**src/rtl/adc_pbus_pkg.sv**
```systemverilog
package adc_pbus_pkg;

    typedef enum logic [1:0] {
        RD_HI_NEXT,
        RD_HI_BUSY,
        RD_LO_NEXT,
        RD_LO_BUSY
    } rd_state_t;

    typedef enum logic [1:0] {
        WR_ADDR_IDLE,
        WR_ADDR_LOW,
        WR_DATA_IDLE,
        WR_DATA_LOW
    } wr_state_t;

    // control bit positions inside register 0
    localparam int unsigned LP_BIT = 2;
    localparam int unsigned PD_BIT = 3;

endpackage

```
**src/rtl/adc_rd_path.sv**
```systemverilog
module adc_rd_path
    import adc_pbus_pkg::*;
#(
    parameter int unsigned RES_W  = 24,
    parameter int unsigned BUS_W  = 16,
    parameter int unsigned STAT_W = 8
) (
    input  logic              clk,
    input  logic              rst_n,
    input  logic              res_valid,
    input  logic [RES_W-1:0]  res_data,
    input  logic [STAT_W-1:0] res_stat,
    input  logic              cs_n,
    input  logic              rw,
    output logic              drdy_n,
    output logic [BUS_W-1:0]  bus_out,
    output logic              bus_oe
);

    localparam int unsigned LOW_W = RES_W - BUS_W;

    rd_state_t         state;
    rd_state_t         state_nxt;
    logic [RES_W-1:0]  pend_data;
    logic [STAT_W-1:0] pend_stat;
    logic [LOW_W-1:0]  snap_low;
    logic [STAT_W-1:0] snap_stat;
    logic              rd_act;

    assign rd_act = !cs_n && !rw;

    // state register
    always_ff @(posedge clk or negedge rst_n) begin
        if (!rst_n) begin
            state <= RD_HI_NEXT;
        end else begin
            state <= state_nxt;
        end
    end

    always_comb begin
        state_nxt = state;
        unique case (state)
            RD_HI_NEXT: if (rd_act)  state_nxt = RD_HI_BUSY;
            RD_HI_BUSY: if (!rd_act) state_nxt = RD_LO_NEXT;
            RD_LO_NEXT: if (rd_act)  state_nxt = RD_LO_BUSY;
            RD_LO_BUSY: if (!rd_act) state_nxt = RD_HI_NEXT;
        endcase
    end

    // outputs and data holding
    always_ff @(posedge clk or negedge rst_n) begin
        if (!rst_n) begin
            pend_data <= '0;
            pend_stat <= '0;
            snap_low  <= '0;
            snap_stat <= '0;
            drdy_n    <= 1'b1;
            bus_out   <= '0;
            bus_oe    <= 1'b0;
        end else begin
            drdy_n <= !res_valid;
            bus_oe <= rd_act;
            if (res_valid) begin
                pend_data <= res_data;
                pend_stat <= res_stat;
            end
            if (state == RD_HI_NEXT && rd_act) begin
                bus_out   <= pend_data[RES_W-1 -: BUS_W];
                snap_low  <= pend_data[LOW_W-1:0];
                snap_stat <= pend_stat;
            end else if (state == RD_LO_NEXT && rd_act) begin
                bus_out <= {snap_low, snap_stat};
            end
        end
    end

    AST_DRDY_FROM_VALID: assert property (@(posedge clk) disable iff (!rst_n)
        $fell(drdy_n) |-> $past(res_valid));

    AST_SNAP_HELD: assert property (@(posedge clk) disable iff (!rst_n)
        (state == RD_LO_NEXT) |=> ($stable(snap_low) && $stable(snap_stat)));

    AST_OE_ONLY_READ: assert property (@(posedge clk) disable iff (!rst_n)
        bus_oe |-> $past(!cs_n && !rw));

endmodule

```
**src/rtl/adc_wr_path.sv**
```systemverilog
module adc_wr_path
    import adc_pbus_pkg::*;
#(
    parameter int unsigned BUS_W  = 16,
    parameter int unsigned N_REGS = 4,
    parameter int unsigned MIN_LO = 4,
    localparam int unsigned IDX_W = (N_REGS > 1) ? $clog2(N_REGS) : 1
) (
    input  logic             clk,
    input  logic             rst_n,
    input  logic             cs_n,
    input  logic             rw,
    input  logic [BUS_W-1:0] bus_in,
    output logic             we,
    output logic [IDX_W-1:0] waddr,
    output logic [BUS_W-1:0] wdata
);

    localparam int unsigned CNT_W = $clog2(MIN_LO + 1);

    wr_state_t        state;
    wr_state_t        state_nxt;
    logic [CNT_W-1:0] cnt;
    logic [BUS_W-1:0] shadow;
    logic [BUS_W-1:0] addr_q;
    logic             wr_act;
    logic             long_enough;
    logic             addr_ok;

    assign wr_act      = !cs_n && rw;
    assign long_enough = (cnt >= CNT_W'(MIN_LO));
    assign addr_ok     = (addr_q < BUS_W'(N_REGS));

    // state register
    always_ff @(posedge clk or negedge rst_n) begin
        if (!rst_n) begin
            state <= WR_ADDR_IDLE;
        end else begin
            state <= state_nxt;
        end
    end

    always_comb begin
        state_nxt = state;
        unique case (state)
            WR_ADDR_IDLE: if (wr_act) state_nxt = WR_ADDR_LOW;
            WR_ADDR_LOW:  if (!wr_act) state_nxt = long_enough ? WR_DATA_IDLE : WR_ADDR_IDLE;
            WR_DATA_IDLE: if (wr_act) state_nxt = WR_DATA_LOW;
            WR_DATA_LOW:  if (!wr_act) state_nxt = long_enough ? WR_ADDR_IDLE : WR_DATA_IDLE;
        endcase
    end

    // outputs: strobe length, captured words
    always_ff @(posedge clk or negedge rst_n) begin
        if (!rst_n) begin
            cnt    <= '0;
            shadow <= '0;
            addr_q <= '0;
        end else begin
            if (wr_act) begin
                shadow <= bus_in;
                if (state == WR_ADDR_IDLE || state == WR_DATA_IDLE) begin
                    cnt <= CNT_W'(1);
                end else if (!long_enough) begin
                    cnt <= cnt + CNT_W'(1);
                end
            end
            if (state == WR_ADDR_LOW && !wr_act && long_enough) begin
                addr_q <= shadow;
            end
        end
    end

    assign we    = (state == WR_DATA_LOW) && !wr_act && long_enough && addr_ok;
    assign waddr = addr_q[IDX_W-1:0];
    assign wdata = shadow;

    AST_ADDR_NEEDS_LONG: assert property (@(posedge clk) disable iff (!rst_n)
        (state == WR_DATA_IDLE && $past(state) == WR_ADDR_LOW) |-> $past(cnt) >= CNT_W'(MIN_LO));

    AST_WE_ON_RELEASE: assert property (@(posedge clk) disable iff (!rst_n)
        we |-> (cs_n || !rw) && $past(!cs_n && rw));

endmodule

```
**src/rtl/adc_reg_file.sv**
```systemverilog
module adc_reg_file #(
    parameter int unsigned BUS_W  = 16,
    parameter int unsigned N_REGS = 4,
    localparam int unsigned IDX_W = (N_REGS > 1) ? $clog2(N_REGS) : 1
) (
    input  logic                    clk,
    input  logic                    rst_n,
    input  logic                    we,
    input  logic [IDX_W-1:0]        waddr,
    input  logic [BUS_W-1:0]        wdata,
    output logic [N_REGS*BUS_W-1:0] regs_flat
);

    logic [BUS_W-1:0] regs [N_REGS];

    always_ff @(posedge clk or negedge rst_n) begin
        if (!rst_n) begin
            for (int i = 0; i < N_REGS; i++) begin
                regs[i] <= '0;
            end
        end else if (we) begin
            regs[waddr] <= wdata;
        end
    end

    for (genvar g = 0; g < N_REGS; g++) begin : g_flat
        assign regs_flat[g*BUS_W +: BUS_W] = regs[g];
    end

    AST_REGS_HOLD: assert property (@(posedge clk) disable iff (!rst_n)
        !we |=> $stable(regs_flat));

endmodule

```
**src/rtl/adc_pbus_if.sv**
```systemverilog
module adc_pbus_if
    import adc_pbus_pkg::*;
#(
    parameter int unsigned RES_W  = 24,
    parameter int unsigned BUS_W  = 16,
    parameter int unsigned STAT_W = 8,
    parameter int unsigned N_REGS = 4,
    parameter int unsigned MIN_LO = 4
) (
    input  logic                    clk,
    input  logic                    rst_n,
    input  logic                    res_valid,
    input  logic [RES_W-1:0]        res_data,
    input  logic [STAT_W-1:0]       res_stat,
    output logic                    drdy_n,
    input  logic                    cs_n,
    input  logic                    rw,
    input  logic [BUS_W-1:0]        bus_in,
    output logic [BUS_W-1:0]        bus_out,
    output logic                    bus_oe,
    output logic [N_REGS*BUS_W-1:0] ctrl_regs,
    output logic                    pwr_down,
    output logic                    low_pwr
);

    localparam int unsigned IDX_W = (N_REGS > 1) ? $clog2(N_REGS) : 1;

    logic             we;
    logic [IDX_W-1:0] waddr;
    logic [BUS_W-1:0] wdata;

    adc_rd_path #(
        .RES_W  (RES_W),
        .BUS_W  (BUS_W),
        .STAT_W (STAT_W)
    ) i_rd (
        .clk       (clk),
        .rst_n     (rst_n),
        .res_valid (res_valid),
        .res_data  (res_data),
        .res_stat  (res_stat),
        .cs_n      (cs_n),
        .rw        (rw),
        .drdy_n    (drdy_n),
        .bus_out   (bus_out),
        .bus_oe    (bus_oe)
    );

    adc_wr_path #(
        .BUS_W  (BUS_W),
        .N_REGS (N_REGS),
        .MIN_LO (MIN_LO)
    ) i_wr (
        .clk    (clk),
        .rst_n  (rst_n),
        .cs_n   (cs_n),
        .rw     (rw),
        .bus_in (bus_in),
        .we     (we),
        .waddr  (waddr),
        .wdata  (wdata)
    );

    adc_reg_file #(
        .BUS_W  (BUS_W),
        .N_REGS (N_REGS)
    ) i_regs (
        .clk       (clk),
        .rst_n     (rst_n),
        .we        (we),
        .waddr     (waddr),
        .wdata     (wdata),
        .regs_flat (ctrl_regs)
    );

    assign low_pwr  = ctrl_regs[LP_BIT];
    assign pwr_down = ctrl_regs[PD_BIT];

    AST_BUS_RELEASED: assert property (@(posedge clk) disable iff (!rst_n)
        (cs_n && $past(cs_n)) |-> !bus_oe);

endmodule

```
**config.mk**
```make
export PLATFORM = sky130hd
export DESIGN_NAME = adc_pbus_if
export DESIGN_NICKNAME = d
export VERILOG_FILES = /design/src/rtl/adc_pbus_pkg.sv /design/src/rtl/adc_rd_path.sv /design/src/rtl/adc_wr_path.sv /design/src/rtl/adc_reg_file.sv /design/src/rtl/adc_pbus_if.sv
export SDC_FILE = /design/constraint.sdc
export NUM_CORES = 1
export LEC_CHECK = 0
export ABC_CLOCK_PERIOD_IN_PS = 6400
export BUFFER_PORTS_ARGS = -buffer_cell sky130_fd_sc_hd__buf_2
export CAP_MARGIN = 10
export CORE_MARGIN = 3
export CORE_UTILIZATION = 59
export DETAILED_ROUTE_END_ITERATION = 6
export GPL_TIMING_DRIVEN = 0
export HOLD_SLACK_MARGIN = 0.05
export PLACE_DENSITY = 0.83
export SLEW_MARGIN = 20
export SYNTH_ARGS = -nofsm -noshare
export SYNTH_HDL_FRONTEND = slang
export SYNTH_SLANG_ARGS = --single-unit
```
**constraint.sdc**
```tcl
create_clock -name clk -period 6.4 [get_ports clk]
set_input_delay 0.32 -clock clk [delete_from_list [all_inputs] [get_ports clk]]
set_output_delay 0.32 -clock clk [all_outputs]
set_load 0.05 [all_outputs]
```
---- Word-level counts from Yosys, hierarchy flattened ----
Index checks and enable logic that the tools add are counted.
cells by class
  add/subtract/negate cells ............... 1
  order comparisons ....................... 4
  eq/ne operators ......................... 15
  mux-type cells .......................... 19
  bitwise operators ....................... 1
  reduce and logical (&&, ||, !) cells .... 21
operators with widths
  kind                   number
  $bwmux W64             1
  $mux W16               3
  $demux W16 S2          1
  $mux W2                10
  $lt A16 B3 Y1 const B  1
  $pmux W2 S4            2
  $logic_and A1 B1 Y1    10
  $ne A2 B2 Y1 const B   5
  $eq A2 B2 Y1 const B   4
  $ne A2 B1 Y1 const B   4
  $reduce_and A4 Y1      2
  $ge A3 B3 Y1 const B   2
  $mux W3                2
  $eq A2 B1 Y1 const B   2
  $logic_not A1 Y1       4
  $logic_not A2 Y1       2
  $add A3 B1 Y3 const B  1
  $lt A3 B1 Y1 const B   1
  $not A2 Y3             1
  $reduce_and A2 Y1      1
  $reduce_bool A2 Y1     1
  $logic_or A1 B1 Y1     1
storage, ports and cells
  bits in registers ....................... 169
  bits of input ports ..................... 53
  output and inout bits ................... 84

---- Longest topological paths before layout ----
  depth after elaboration ................. 6
  gate-level depth with buffers ........... 7

---- Modules after synthesis ----
Synthesis repeated with hierarchy kept, for this count alone.
unflattened totals
  cell total of the unflattened synthesis .. 414
  area, all modules ....................... 6786.5 um^2
by module, submodules not included
  module        instances  cells an instance  area an instance (um^2)  seq. area each (um^2)
  adc_rd_path   1          177                2864.0                   1702.9
  adc_reg_file  1          136                2411.1                   1601.5
  adc_wr_path   1          99                 1496.4                   925.9
  adc_pbus_if   1          2                  15.0                     0.0

---- Worst setup path after synthesis ----
Ideal clock, no wire load.
  path type ............................... register to register
  from .................................... register i_wr.addr_q[11]
  to ...................................... register i_regs.regs (netlist bit i_regs.regs_flat[21])
  arrival ................................. 2.118 ns
  required time ........................... 6.275 ns
  slack ................................... 4.156 ns
  cell stages (with the launch flop) ...... 7
  clock period less this slack ............ 2.244 ns
  path through ............................ dfrtp_1 or4_4 nor4_4 and4b_1 buf_6 buf_12 mux2_4
between the ends
  word-level cells in the longest chain between the ends .. 2
ends and longest elaborated chain
  what                           line                source
  start, declared                adc_wr_path.sv:25   logic [BUS_W-1:0] addr_q;
  start signal, assigned         adc_wr_path.sv:69   addr_q <= shadow;
  $lt A16 B3 Y1                  adc_wr_path.sv:32   assign addr_ok = (addr_q < BUS_W'(N_REGS));
  $logic_and A1 B1 Y1            adc_wr_path.sv:74   assign we = (state == WR_DATA_LOW) && !wr_act && long_enough && addr_ok;
  end signal, assigned by index  adc_reg_file.sv:22  regs[waddr] <= wdata;
  end, declared                  adc_reg_file.sv:14  logic [BUS_W-1:0] regs [N_REGS];
Every way passes these cells.
A chain may end at the register's enable or synchronous reset.

---- Worst setup path in the final report ----
  from .................................... register i_wr.addr_q[11]
  to ...................................... register i_regs.regs (netlist bit i_regs.regs_flat[10])
Same word-level chain as after synthesis.

==> metrics.txt <==
outcome=finished, final reports clean; share of the synthesized area in the top cell type=~62%; Reg area=4230 um2; YS warnings=0; final setup fails=0; Crit path required time=6700 ps; Hold Path Class=primary input to flop; Finished Cell Area=just over 8000 um2; vias in the first global route=4268; Die H=between 100 and 150 um; clock latency at the later pin of the worst-skew pair=around 420 ps; area leader, netlist=dfrtp_1; synthesized flop and latch total=about 170; remaining global-route overflow=0; maximum fanout along the worst path=10; CTS buffer count=17; layout overhead on the synthesized area=22.6%; PD cells=425 nW/um2; TritonCTS clock tree=done; Fillers=679; CTS Root Cell=clkbuf_16; Max IR drop VDD=0.000327 V; core area=11000 um2; Antenna diodes=0; htree depth=4; Core Rows=38; Clock Sinks=169; CP delay by family, top=simple AND/OR/NAND/NOR gates; PortBufs=135; placed wire-length estimate=about 9400 um; Vias=4015; Final Max Tran Viols=0; fin crit share=37.4%; fin nets=643; RSZ-0062 raised after global routing=no; Vias/cell=5.45; slew margin rel.=between 40% and 50%; Die ar.=12800 um2; Slew @ Worst Pin=797 ps; Final Hold Fails=0; most common cell after layout, fill and taps aside=dfrtp_1; I/O Pins=between 100 and 150; Die Width=approximately 110 um; Netlist cell types=32; Max Clk Rate=418 MHz; Final Wtd Congestion=0.800; initial antenna violation count=0; total negative slack=0 ps; Placement Cell Area=7640 um2; GRT Total Usage=22.1%; TritonRoute pass-1 iters=4; Setup CP Type=flop to flop; Multi-input gate area=2340 um2; initial detailed-routing violation count=249; register area share after synthesis=62.6%; Mapped Nets=~500; clock transition at the registers of the reported paths=60 ps; Cell Chain, Critical Path=or4_4 > nor4_4 > and4bb_1 > buf_6 > buf_12 > mux2_4; Tot Pwr=3.52 mW; commonest non-fill, non-tap cells in the layout=168 x dfrtp_1, 134 x buf_2, 124 x mux2_2; synth top area cells=dfrtp_1 62%, mux2_2 21%, mux2_4 4.4%, mux2i_1 2.4%, o21ai_0 1.4%; CP arrival=roughly 2700 ps; Buf+Inv Stages, Crit Path=2; Final ANT Viol Nets=0; Routed wire per std cell=18.0 um; largest net degree at the start of global routing=94; Max Cap Viol=0; Leak=4.33 nW; Initial Util=61.3%; fraction of layout cells with a size suffix above 1=54.8%; post-layout min period=2390 ps; clk buf depth=2; PostCTS Resize Cnt=0; max incr delay on CP=roughly 550 ps; nature of the critical path startpoint=flop; Crit-path slowest cell=or4_4; Worst Hold Margin=130 ps; Avg Inst Size Synth=15.8 um2; worst clock skew=a little over 6 ps; Cells after Synth=428; WL final=13300 um; Post-Syn Area=about 6800 um2; first-pass GRT wire length=22000 um; DRC Markers=0; element type at the critical path end=flop
==> per-stage QoR <==
stage / cells / utilization (%) / setup slack (ps)
floorplan: 428 / - / 4160
global placement: 703 / 69.0 / 2630
detailed placement: 704 / 69.3 / 4010
CTS: 737 / 75.1 / 3990
global route: 737 / 75.1 / 3920
finish: 737 / 75.1 / 4010
==> metal layers <==
| layer | up-vias | share of wire, % | GRT usage, % |
|---|---|---|---|
| li1 | 1818 | - | - |
| met1 | 2056 | 41 | 27.4 |
| met2 | 115 | 51 | 37.3 |
| met3 | 26 | 5.7 | 5.67 |
| met4 | 0 | 2.2 | 9.05 |
| met5 | - | 0 | 0 |
==> path summary, 6_finish.rpt <==
path,from,to,slack (ps),depth (start not counted)
setup / recovery,i_wr.addr_q[11],i_regs.regs_flat[10],4010,6
hold / removal,res_data[19],i_rd.pend_data[19],130,2
setup reg to reg,i_wr.addr_q[11],i_regs.regs_flat[10],4010,6
hold reg to reg,i_rd.bus_out[5],i_rd.bus_out[5],470,2
max in group asynchronous,rst_n,i_rd.drdy_n,5130,3
min in group asynchronous,rst_n,i_regs.regs_flat[29],460,2
==> cells by family (layout without fill, tap and decap cells) <==
kind of cell    count (synthesis)  after routing  synth area share [%]
flops                         169            169                  62.6
mux                           161            161                  27.6
simple gates                   39             39                  4.04
buf+inv                        29            198                  2.76
compound gates                 24             24                  1.83
fa+ha+maj                       6              6                  1.11
==> registers in the layout (all words and copies together) (netlist names) <==
| register | flops |
|---|---|
| i_rd.drdy_n | 1 |
| i_rd.snap_low | 8 |
| i_wr.cnt | 3 |
| i_rd.state | 2 |
| i_wr.wdata | 16 |
| i_rd.snap_stat | 8 |
| i_rd.bus_out | 16 |
| i_rd.bus_oe | 1 |
| i_rd.pend_stat | 8 |
| i_wr.state | 2 |
| i_rd.pend_data | 24 |
| i_wr.addr_q | 16 |
| i_regs.regs_flat | 64 |
==> synth_stat cells, drive strengths merged <==
master and instances:
and4bb 1, or4 2, and4b 1, or4b 1, nor3 4, mux2i 16
o32ai 1, nand4 1, a21oi 3, ha 6, o21ai 20, nand4b 1
nand2 21, clkbuf 10, mux2 145, nand2b 1, nor4 2, inv 7
and2b 1, nand3b 1, buf 12, dfrtp 168, dfstp 1, nor2 2
==> repair_timing <==
action / 4_1_cts / 5_1_grt
hold buffers: 1 / 0
setup buffers: 0 / 0
endpoints found under the hold margin: 76 / 0
==> area by class of cell <==
| class | count | share of cell area, % |
|---|---|---|
| clock buffer | 21 | 5.56 |
| clock inverter | 11 | 2.04 |
| multi-input combinational | 230 | 28.2 |
| sequential | 169 | 51.1 |
| buffer | 22 | 1.93 |
| inverter | 7 | 0.317 |
| tap | 140 | 2.11 |
| timing repair buffer | 137 | 8.73 |
==> power by group <==
group	switching, mW	internal [mW]	total [mW]
clock network	0.402	0.674	1.08
registers	0.164	1.31	1.47
logic	0.620	0.352	0.972
total	1.19	2.33	3.52
Power figures use the tool's default switching activity.
